**config.mk**
```make
export PLATFORM = sky130hd
export DESIGN_NAME = can_errflag_mon
export DESIGN_NICKNAME = d
export VERILOG_FILES = /design/src/rtl/can_efm_pkg.sv /design/src/rtl/efm_level_cmp.sv /design/src/rtl/efm_ovf_track.sv /design/src/rtl/efm_change_det.sv /design/src/rtl/can_errflag_mon.sv
export SDC_FILE = /design/constraint.sdc
export NUM_CORES = 1
export LEC_CHECK = 0
export ABC_AREA = 0
export ABC_CLOCK_PERIOD_IN_PS = 2450
export CAP_MARGIN = 20
export CORE_UTILIZATION = 35
export DETAILED_ROUTE_END_ITERATION = 10
export HOLD_SLACK_MARGIN = 0.15
export PLACE_DENSITY = 0.8
export SETUP_SLACK_MARGIN = 0.02
export SLEW_MARGIN = 10
export SYNTH_ARGS = -nofsm -noshare
export SYNTH_HDL_FRONTEND = slang
export SYNTH_HIERARCHICAL = 1
export SYNTH_SLANG_ARGS = --single-unit
```
**constraint.sdc**
```tcl
create_clock -name clk_i -period 2.45 [get_ports clk_i]
set_clock_uncertainty 0.15 [all_clocks]
set_input_delay 0.49 -clock clk_i [delete_from_list [all_inputs] [get_ports clk_i]]
set_output_delay 0.49 -clock clk_i [all_outputs]
set_load 0.01 [all_outputs]
```
**src/rtl/can_efm_pkg.sv**
```systemverilog
package can_efm_pkg;
  localparam int unsigned CNT_W = 8;
  typedef logic [CNT_W:0] ext_cnt_t;

  localparam ext_cnt_t WARN_LIM    = ext_cnt_t'(96);
  localparam ext_cnt_t PASSIVE_LIM = ext_cnt_t'(127);
  localparam ext_cnt_t BUSOFF_LIM  = ext_cnt_t'(255);

  localparam int unsigned FL_RX_WARN = 0;
  localparam int unsigned FL_TX_WARN = 1;
  localparam int unsigned FL_RX_PASS = 2;
  localparam int unsigned FL_TX_PASS = 3;
  localparam int unsigned FL_BUSOFF  = 4;
  localparam int unsigned NUM_STAT   = 5;

  function automatic ext_cnt_t widen(logic [CNT_W-1:0] cnt, logic ovf);
    return {ovf, cnt};
  endfunction

  function automatic logic reaches(ext_cnt_t v, ext_cnt_t lim);
    return v >= lim;
  endfunction

  function automatic logic exceeds(ext_cnt_t v, ext_cnt_t lim);
    return v > lim;
  endfunction
endpackage

```
**src/rtl/efm_level_cmp.sv**
```systemverilog
module efm_level_cmp
  import can_efm_pkg::*;
(
  input  logic             clk_i,
  input  logic             rst_ni,
  input  logic [CNT_W-1:0] rx_cnt_i,
  input  logic [CNT_W-1:0] tx_cnt_i,
  input  logic             tx_ovf_i,
  input  logic             recover_i,
  output logic [NUM_STAT-1:0] stat_o
);
  ext_cnt_t rx_ext_w, tx_ext_w;
  logic busoff_set_w, busoff_clr_w;
  logic [NUM_STAT-1:0] stat_q, stat_d;

  assign rx_ext_w     = widen(rx_cnt_i, 1'b0);
  assign tx_ext_w     = widen(tx_cnt_i, tx_ovf_i);
  assign busoff_set_w = exceeds(tx_ext_w, BUSOFF_LIM);
  assign busoff_clr_w = recover_i && !busoff_set_w;

  always_comb begin
    stat_d             = '0;
    stat_d[FL_RX_WARN] = reaches(rx_ext_w, WARN_LIM);
    stat_d[FL_TX_WARN] = reaches(tx_ext_w, WARN_LIM);
    stat_d[FL_RX_PASS] = exceeds(rx_ext_w, PASSIVE_LIM);
    stat_d[FL_TX_PASS] = exceeds(tx_ext_w, PASSIVE_LIM);
    stat_d[FL_BUSOFF]  = busoff_set_w || (stat_q[FL_BUSOFF] && !busoff_clr_w);
  end

  always_ff @(posedge clk_i) begin
    if (!rst_ni) stat_q <= '0;
    else         stat_q <= stat_d;
  end

  assign stat_o = stat_q;


  busoff_set_chk: assert property (@(posedge clk_i) disable iff (!rst_ni)
    tx_ovf_i |=> stat_o[FL_BUSOFF]);

  busoff_hold_chk: assert property (@(posedge clk_i) disable iff (!rst_ni)
    (stat_o[FL_BUSOFF] && !recover_i) |=> stat_o[FL_BUSOFF]);

  tx_ovf_warn_chk: assert property (@(posedge clk_i) disable iff (!rst_ni)
    tx_ovf_i |=> (stat_o[FL_TX_WARN] && stat_o[FL_TX_PASS]));

  rx_pass_warn_chk: assert property (@(posedge clk_i) disable iff (!rst_ni)
    stat_o[FL_RX_PASS] |-> stat_o[FL_RX_WARN]);
endmodule

```
**src/rtl/efm_ovf_track.sv**
```systemverilog
module efm_ovf_track #(
  parameter int unsigned NUM_BUFS = 2,
  parameter int unsigned IDX_W    = 1
) (
  input  logic                clk_i,
  input  logic                rst_ni,
  input  logic                msg_ready_i,
  input  logic [IDX_W-1:0]    msg_buf_i,
  input  logic [NUM_BUFS-1:0] buf_full_i,
  input  logic                clr_i,
  input  logic [NUM_BUFS-1:0] clr_mask_i,
  output logic [NUM_BUFS-1:0] ovf_o
);
  logic [NUM_BUFS-1:0] hit_w, clr_w, ovf_q;

  for (genvar i = 0; i < NUM_BUFS; i++) begin : g_buf
    assign hit_w[i] = msg_ready_i && (msg_buf_i == IDX_W'(i)) && buf_full_i[i];
    assign clr_w[i] = clr_i && clr_mask_i[i];

    always_ff @(posedge clk_i) begin
      if (!rst_ni) ovf_q[i] <= 1'b0;
      else         ovf_q[i] <= hit_w[i] || (ovf_q[i] && !clr_w[i]);
    end


    ovf_set_chk: assert property (@(posedge clk_i) disable iff (!rst_ni)
      (msg_ready_i && msg_buf_i == IDX_W'(i) && buf_full_i[i]) |=> ovf_o[i]);

    ovf_sticky_chk: assert property (@(posedge clk_i) disable iff (!rst_ni)
      (ovf_o[i] && !(clr_i && clr_mask_i[i])) |=> ovf_o[i]);

    ovf_quiet_chk: assert property (@(posedge clk_i) disable iff (!rst_ni)
      (!ovf_o[i] && !hit_w[i]) |=> !ovf_o[i]);
  end

  assign ovf_o = ovf_q;
endmodule

```
**src/rtl/efm_change_det.sv**
```systemverilog
module efm_change_det
  import can_efm_pkg::*;
#(
  parameter int unsigned NUM_BUFS = 2
) (
  input  logic                clk_i,
  input  logic                rst_ni,
  input  logic [NUM_STAT-1:0] stat_i,
  input  logic [NUM_BUFS-1:0] ovf_i,
  output logic                change_o
);
  logic [NUM_STAT-1:0] stat_prev_q;
  logic [NUM_BUFS-1:0] ovf_prev_q;
  logic stat_moved_w, ovf_new_w;

  always_ff @(posedge clk_i) begin
    if (!rst_ni) begin
      stat_prev_q <= '0;
      ovf_prev_q  <= '0;
    end else begin
      stat_prev_q <= stat_i;
      ovf_prev_q  <= ovf_i;
    end
  end

  assign stat_moved_w = |(stat_i ^ stat_prev_q);
  assign ovf_new_w    = |(ovf_i & ~ovf_prev_q);
  assign change_o     = stat_moved_w || ovf_new_w;


  change_cause_chk: assert property (@(posedge clk_i) disable iff (!rst_ni)
    change_o |-> (!$stable(stat_i) || !$stable(ovf_i)));

  change_stat_chk: assert property (@(posedge clk_i) disable iff (!rst_ni)
    !$stable(stat_i) |-> change_o);

  change_clr_chk: assert property (@(posedge clk_i) disable iff (!rst_ni)
    ($stable(stat_i) && ((ovf_i & ~$past(ovf_i)) == '0)) |-> !change_o);
endmodule

```
**src/rtl/can_errflag_mon.sv**
```systemverilog
module can_errflag_mon
  import can_efm_pkg::*;
#(
  parameter int unsigned NUM_BUFS = 2,
  localparam int unsigned IDX_W  = (NUM_BUFS > 1) ? $clog2(NUM_BUFS) : 1,
  localparam int unsigned FLAG_W = NUM_STAT + NUM_BUFS
) (
  input  logic                clk_i,
  input  logic                rst_ni,
  input  logic [CNT_W-1:0]    rx_err_cnt_i,
  input  logic [CNT_W-1:0]    tx_err_cnt_i,
  input  logic                tx_cnt_ovf_i,
  input  logic                msg_ready_i,
  input  logic [IDX_W-1:0]    msg_buf_i,
  input  logic [NUM_BUFS-1:0] buf_full_i,
  input  logic                host_clr_i,
  input  logic [NUM_BUFS-1:0] host_clr_mask_i,
  input  logic                busoff_recover_i,
  output logic [FLAG_W-1:0]   flags_o,
  output logic                change_o
);
  logic [NUM_STAT-1:0] stat_w;
  logic [NUM_BUFS-1:0] ovf_w;

  efm_level_cmp level_i (
    .clk_i, .rst_ni,
    .rx_cnt_i (rx_err_cnt_i),
    .tx_cnt_i (tx_err_cnt_i),
    .tx_ovf_i (tx_cnt_ovf_i),
    .recover_i(busoff_recover_i),
    .stat_o   (stat_w)
  );

  efm_ovf_track #(.NUM_BUFS(NUM_BUFS), .IDX_W(IDX_W)) ovf_i (
    .clk_i, .rst_ni,
    .msg_ready_i,
    .msg_buf_i,
    .buf_full_i,
    .clr_i     (host_clr_i),
    .clr_mask_i(host_clr_mask_i),
    .ovf_o     (ovf_w)
  );

  efm_change_det #(.NUM_BUFS(NUM_BUFS)) chg_i (
    .clk_i, .rst_ni,
    .stat_i  (stat_w),
    .ovf_i   (ovf_w),
    .change_o(change_o)
  );

  assign flags_o = {ovf_w, stat_w};


  reset_clear_chk: assert property (@(posedge clk_i)
    !rst_ni |=> (flags_o == '0 && !change_o));
endmodule

```
==> flow_summary_export.csv, run 1 <==
group,metric,value,unit
status,status,"complete, no violations",
placed_design,place_congestion,0.603,
pwr,cellPowerDensity,557,mW/mm^2
timing,fin_crit,2050,ps
synthesis,syn_area_per_cell,11.1,um^2
setup_path,slowest_stage,"dfxtp_1",
routing,vias,404,
placed_design,dp_cells,85,
hold_path,min_to,"ovf_i/ovf_o[1]$_SDFF_PN0_",
setup_path,critical_path_class,"reg2out",
timing,max_slew.worst_pin.slew,265,ps
setup_path,arrival,1410,ps
setup_path,cp-end-kind,"output port",
pwr,p_seq_frac,0.561,
clock_network,ctsHtreeMaxLevel,1,
placed_design,hpwl,677,um
setup_path,critPathTopFamily,"flip-flops",
floorplanning,dieArea,0.00159,mm^2
routing,wl,864,um
pwr,internal_power,346,uW
global_routing,antenna_found_initial,0,
clock_network,clkLatencyLatePin,270,ps
global_routing,grt_usage,0.147,
synthesis,netlist-cell-type-count,17,
placed_design,io_buffers,24,
floorplanning,die_h,39.8,um
setup_path,slowest_delay,330,ps
timing,slew_headroom,0.822,
timing,rsz0062_at_grt,"no",
finish,final_layout_size_suffix_gt1_frac,0.0822,
routing,avgRoutedWirePerCell,9.82,um
clock_network,clock-sinks,14,
synthesis,synth-seq-cells,14,
routing,drc,0,
hold_path,hold_depth,2,
global_routing,grt_max_degree,10,
routing,drt_pass1_iterations,2,
pwr,p_switching,94.6,uW
global_routing,overflow,0,
hold_path,min-delay-start,"ovf_i/ovf_o[1]$_SDFF_PN0_",
timing,fin_ws,397,ps
timing,timing.hold.ws,346,ps
synthesis,synth_area,500,um^2
synthesis,yosysWarnings,6,
timing,hold_viol_final,0,
synthesis,seq_area_frac_synth,0.560,
timing,final_max_slew_viol_count,0,
floorplanning,core_area,0.00132,mm^2
finish,fin_nets,102,
pwr,pwr-share-clk,0.273,
routing,ant_nets,0,
routing,viasPerCell,4.59,
setup_path,cp.required,1810,ps
hold_path,min_path_type,"reg2reg",
placed_design,post-place-ws,348,ps
floorplanning,io_pins,35,
clock_network,clock_path_buffers,2,
finish,area_delta_synth_final,58.3,%
finish,antenna_cells,0,
timing,setup_violations,0,
global_routing,grt_pass1_vias,341,
finish,fin_cells,88,
timing,max_freq,487,MHz
setup_path,cp_max_fo,3,
setup_path,critPathLaunchType,"register",
synthesis,syn_inst,45,
run,maxCapViolations,0,
synthesis,syn-num-nets,72,
setup_path,r2r_slack,1570,ps
timing,fin_tns_setup,0,ps
setup_path,r2r_end,"level_i/stat_o[4]$_SDFF_PN0_",
setup_path,r2r_cells,2,
pwr,p_leak,0.000315,uW
floorplanning,start_util,0.380,
clock_network,cts_tree,"done",
floorplanning,die_x,39.8,um
global_routing,grt_pass1_wl,1.41,mm
finish,fill_cells,116,
floorplanning,num_rows,13,
setup_path,r2r_start,"level_i/stat_o[4]$_SDFF_PN0_",
clock_network,cts_buffers,3,
pwr,switching_share,0.215,
setup_path,path_cells,"xor2_1 > nor4_2 > o2111ai_1 > dlymetal6s2s_1",
timing,fin_crit_sh,0.838,
clock_network,path_clk_slew,70,ps
routing,drt-initial-drc-count,1,
setup_path,worst-path-buf-inv,1,
pwr,vdd_ir_drop_max,0.343,mV
pwr,pwr-share-comb,0.167,
clock_network,cts-root-buf,"clkbuf_4",
[flip-flops by register name, indices dropped and copies added (netlist names)]
register	flops
chg_i/stat_prev_q	5
level_i/stat_o	5
ovf_i/ovf_o	2
chg_i/ovf_prev_q	2
[synth_stat cells, drive strengths merged]
cell | count | area [um^2]
nand2 | 2 | 7.51
o21a | 2 | 15.0
a31o | 1 | 8.76
a211oi | 1 | 12.5
nand2b | 1 | 6.26
nor4 | 1 | 12.5
o2111ai | 1 | 8.76
xnor2 | 1 | 8.76
a21oi | 1 | 5.00
o21ai | 1 | 5.00
inv | 1 | 3.75
and2 | 9 | 56.3
xor2 | 4 | 35.0
dfxtp | 14 | 280
nor2b | 3 | 18.8
nand4 | 1 | 6.26
and4b | 1 | 10.0
[area by class of cell]
| cell class | count | area, um^2 | share of cell area |
|---|---|---|---|
| sequential | 14 | 280 | 0.354 |
| inverter | 1 | 3.75 | 0.00474 |
| tap | 15 | 18.8 | 0.0237 |
| timing repair buffer | 25 | 250 | 0.316 |
| multi-input combinational | 30 | 216 | 0.273 |
| clock buffer | 3 | 22.5 | 0.0284 |
[worst max-delay path by stage]
| stage | from | endpoint | slack, ps | depth (start not counted) |
|---|---|---|---|---|
| 6_report | level_i/stat_o[2]$_SDFF_PN0_ | change_o | 400 | 4 |
| 5_1_grt | level_i/stat_o[2]$_SDFF_PN0_ | change_o | 310 | 4 |
| 4_1_cts | level_i/stat_o[2]$_SDFF_PN0_ | change_o | 30 | 4 |
| 3_5_place_dp | level_i/stat_o[4]$_SDFF_PN0_ | change_o | 350 | 4 |
| 3_3_place_gp | level_i/stat_o[2]$_SDFF_PN0_ | change_o | 410 | 4 |
| 2_1_floorplan | level_i/stat_o[2]$_SDFF_PN0_ | change_o | 890 | 3 |
[routing by layer]
| metal | vias up | GRT usage | share of wire |
|---|---|---|---|
| li1 | 211 | - | - |
| met1 | 177 | 0.174 | 0.46 |
| met4 | 0 | 0.103 | 0 |
| met3 | 0 | 0.0511 | 0.052 |
| met2 | 16 | 0.217 | 0.49 |
| met5 | - | 0 | 0 |
[power by group through the flow]
stage | registers [uW] | clock network [uW] | logic, uW
4_1_cts | 247 | 128 | 74.8
6_report | 247 | 120 | 73.4
3_5_place_dp | 253 | 0 | 74.3
3_3_place_gp | 252 | 0 | 73.2
2_1_floorplan | 255 | 0 | 21.5
5_1_grt | 249 | 141 | 80.9
[layout by cell type (no fill, tap or decap)]
| cell type | Yosys | routed |
|---|---|---|
| nand4_1 | 1 | 1 |
| clkbuf_4 | 0 | 3 |
| o21ai_0 | 1 | 1 |
| a21oi_1 | 1 | 1 |
| xnor2_1 | 1 | 1 |
| nand2b_1 | 1 | 1 |
| and4b_1 | 1 | 1 |
| dlymetal6s2s_1 | 0 | 1 |
| a211oi_2 | 1 | 1 |
| inv_1 | 1 | 1 |
| o21a_1 | 2 | 2 |
| clkdlybuf4s50_1 | 0 | 23 |
| and2_1 | 9 | 9 |
| nand2_1 | 2 | 2 |
| a31o_1 | 1 | 1 |
| dfxtp_1 | 14 | 14 |
| buf_4 | 0 | 1 |
| o2111ai_1 | 1 | 1 |
| xor2_1 | 4 | 4 |
| nor2b_1 | 3 | 3 |
| nor4_2 | 1 | 1 |
[tightest hold or removal path: stages, from the launching register on]
cell	delay, ps
dfxtp_1	330
nand2_1	60
o21ai_0	60
[metrics by stage]
step                area, um^2  total power [uW]  utilization
CTS                        790               450        0.599
detailed placement         767               327        0.582
global route               792               471        0.601
global placement           767               325        0.582
floorplan                  500               276            -
finish                     792               441        0.601
[what timing repair did]
action | 4_1_cts | 5_1_grt
endpoints found under the setup margin | 0 | 1
resized for setup | 0 | 1
setup buffers | 0 | 0
hold buffers | 0 | 0
[cell families after synthesis]
kind of cell              share of synthesized area
AOI/OAI and AO/OA                             0.110
DFF                                           0.560
buffers and inverters                       0.00749
xor gates and xnor gates                     0.0875
and+or+nand+nor                               0.235
(Power assumes the default switching activity.)
==> inputs of run 2 (changes only) <==
Settings changed: ABC_CLOCK_PERIOD_IN_PS 2450 to 1840, CORE_UTILIZATION 35 to 29, PLACE_DENSITY 0.8 to 0.71.
Clock period 2.45 ns to 1.84 ns, I/O delays scaled along.
==> run 2 against run 1 <==
The flow now finishes with violations (DRC). Die area is 20% higher. Critical path depth unchanged. Combinational power rose by 39%. Sequential share of layout area is 0.51 points lower. Core utilization shrank 8.1 points. Cell count grew 4.5%. Via count is 1.2% higher. Non-clock buffer count increased by 3. Total power rose by 34%. Wire length is 3.7% higher. Largest power group unchanged.
==> flow_summary_export.csv, run 2 (same netlist as run 1, synthesis figures left out) <==
group,metric,value,unit
status,status,"finished with violations",
status,violations,"DRC",
floorplanning,die_x,43.5,um
finish,final_common_cell,"clkdlybuf4s50_1",
timing,max_slew.worst_pin.slew,221,ps
setup_path,slowest_delay,330,ps
global_routing,grt_max_degree,9,
timing,final_max_slew_viol_count,0,
setup_path,worst-path-buf-inv,1,
floorplanning,core_area,0.00156,mm^2
global_routing,overflow,0,
setup_path,arrival,1310,ps
hold_path,min_to,"chg_i/stat_prev_q[0]$_SDFF_PN0_",
clock_network,path_clk_slew,70,ps
floorplanning,io_pins,35,
setup_path,r2r_slack,860,ps
pwr,vdd_ir_drop_max,0.394,mV
run,maxCapViolations,0,
global_routing,grt_usage,0.117,
finish,area_delta_synth_final,62.0,%
clock_network,cts-root-buf,"clkbuf_4",
setup_path,critPathTopFamily,"flip-flops",
timing,hold_viol_final,0,
timing,fin_crit,1830,ps
pwr,p_leak,0.000327,uW
pwr,internal_power,465,uW
timing,max_freq,546,MHz
routing,drc,6,
global_routing,antenna_found_initial,0,
timing,fin_tns_setup,0,ps
setup_path,path_cells,"xor2_1 > nor4_2 > o2111ai_1 > buf_2",
timing,setup_violations,0,
setup_path,r2r_end,"level_i/stat_o[4]$_SDFF_PN0_",
clock_network,clock-sinks,14,
setup_path,slowest_stage,"dfxtp_2",
setup_path,critPathLaunchType,"register",
clock_network,cts_buffers,3,
routing,avgRoutedWirePerCell,9.74,um
routing,wl,896,um
global_routing,grt_pass1_wl,1.61,mm
setup_path,cp.required,1320,ps
pwr,p_seq_frac,0.557,
floorplanning,num_rows,14,
pwr,pwr-share-clk,0.269,
finish,fill_cells,138,
timing,slew_headroom,0.851,
timing,fin_crit_sh,0.995,
routing,drt_pass1_iterations,7,
hold_path,hold_depth,1,
floorplanning,start_util,0.321,
hold_path,min-delay-start,"level_i/stat_o[0]$_SDFF_PN0_",
finish,final_layout_size_suffix_gt1_frac,0.158,
setup_path,cp-end-kind,"output port",
routing,ant_nets,0,
pwr,p_switching,125,uW
routing,drt-initial-drc-count,10,
finish,final_cell_mix,"clkdlybuf4s50_1 (23), dfxtp_1 (12), and2_1 (9)",
finish,fin_nets,105,
placed_design,place_congestion,0.750,
routing,vias,409,
hold_path,min_path_type,"reg2reg",
setup_path,r2r_start,"level_i/stat_o[4]$_SDFF_PN0_",
placed_design,io_buffers,24,
placed_design,hpwl,728,um
setup_path,critical_path_class,"reg2out",
clock_network,cts_tree,"done",
pwr,pwr-share-comb,0.174,
setup_path,cp_max_fo,2,
floorplanning,dieArea,0.00190,mm^2
timing,rsz0062_at_grt,"yes",
pwr,switching_share,0.212,
clock_network,clock_path_buffers,2,
floorplanning,die_h,43.5,um
clock_network,clkLatencyLatePin,260,ps
setup_path,r2r_cells,3,
clock_network,ctsHtreeMaxLevel,1,
finish,antenna_cells,0,
pwr,cellPowerDensity,727,mW/mm^2
global_routing,grt_pass1_vias,391,
routing,viasPerCell,4.45,
pwr,fin_total_pwr,589,uW
-- run 2: worst reg2reg max path, stage by stage, from the launching register on --
cell	delay (ps)
dfxtp_1	320
buf_4	130
nor2b_1	120
o21a_1	160
-- run 2: per-stage QoR --
| step | instances | hold slack (ps) | setup WS (ps) | area [um^2] | utilization |
|---|---|---|---|---|---|
| after floorplan | 45 | 328 | 398 | 500 | - |
| after global placement | 89 | 332 | -80.3 | 791 | 0.507 |
| after detailed placement | 89 | 343 | -80.1 | 791 | 0.507 |
| after CTS | 92 | 328 | -50.7 | 810 | 0.519 |
| after global routing | 92 | 357 | -128 | 811 | 0.520 |
| final | 92 | 324 | 8.69 | 811 | 0.520 |
-- run 2: worst max-delay path by stage --
stage | start | end | slack, ps | depth (start not counted)
2_1_floorplan | level_i/stat_o[2]$_SDFF_PN0_ | change_o | 400 | 3
3_3_place_gp | chg_i/stat_prev_q[2]$_SDFF_PN0_ | change_o | -80 | 4
3_5_place_dp | level_i/stat_o[2]$_SDFF_PN0_ | change_o | -80 | 4
4_1_cts | level_i/stat_o[0]$_SDFF_PN0_ | change_o | -50 | 4
5_1_grt | level_i/stat_o[2]$_SDFF_PN0_ | change_o | -130 | 4
6_report | level_i/stat_o[2]$_SDFF_PN0_ | change_o | 9 | 4
-- run 2: timing repair --
| action | 4_1_cts | 5_1_grt |
|---|---|---|
| endpoints found under the setup margin | 1 | 2 |
| buffers inserted | 0 | 0 |
| pin swaps | 2 | 2 |
| hold buffers | 0 | 0 |
| gates resized for setup | 5 | 1 |
-- run 2: metal layers --
layer  vias to the layer above  wire length, um  track usage
li1                        214                -            -
met1                       178              390        0.139
met4                         0                0       0.0563
met5                         -                0            0
met3                         0               70       0.0375
met2                        17              434        0.188
-- run 2: cell type report --
cell class | count | area [um^2] | area share
clock buffer | 3 | 22.5 | 0.0278
inverter | 1 | 3.75 | 0.00463
multi-input combinational | 30 | 216 | 0.267
sequential | 14 | 283 | 0.349
timing repair buffer | 28 | 265 | 0.327
tap | 16 | 20.0 | 0.0247
-- run 2: power by group through the flow --
stage                     Clock, uW  Combinational (uW)  Sequential [uW]
after floorplan                   0                28.6              339
after global placement            0                 104              335
after detailed placement          0                 105              336
after CTS                       167                 104              329
after global routing            185                 113              331
final                           159                 102              329
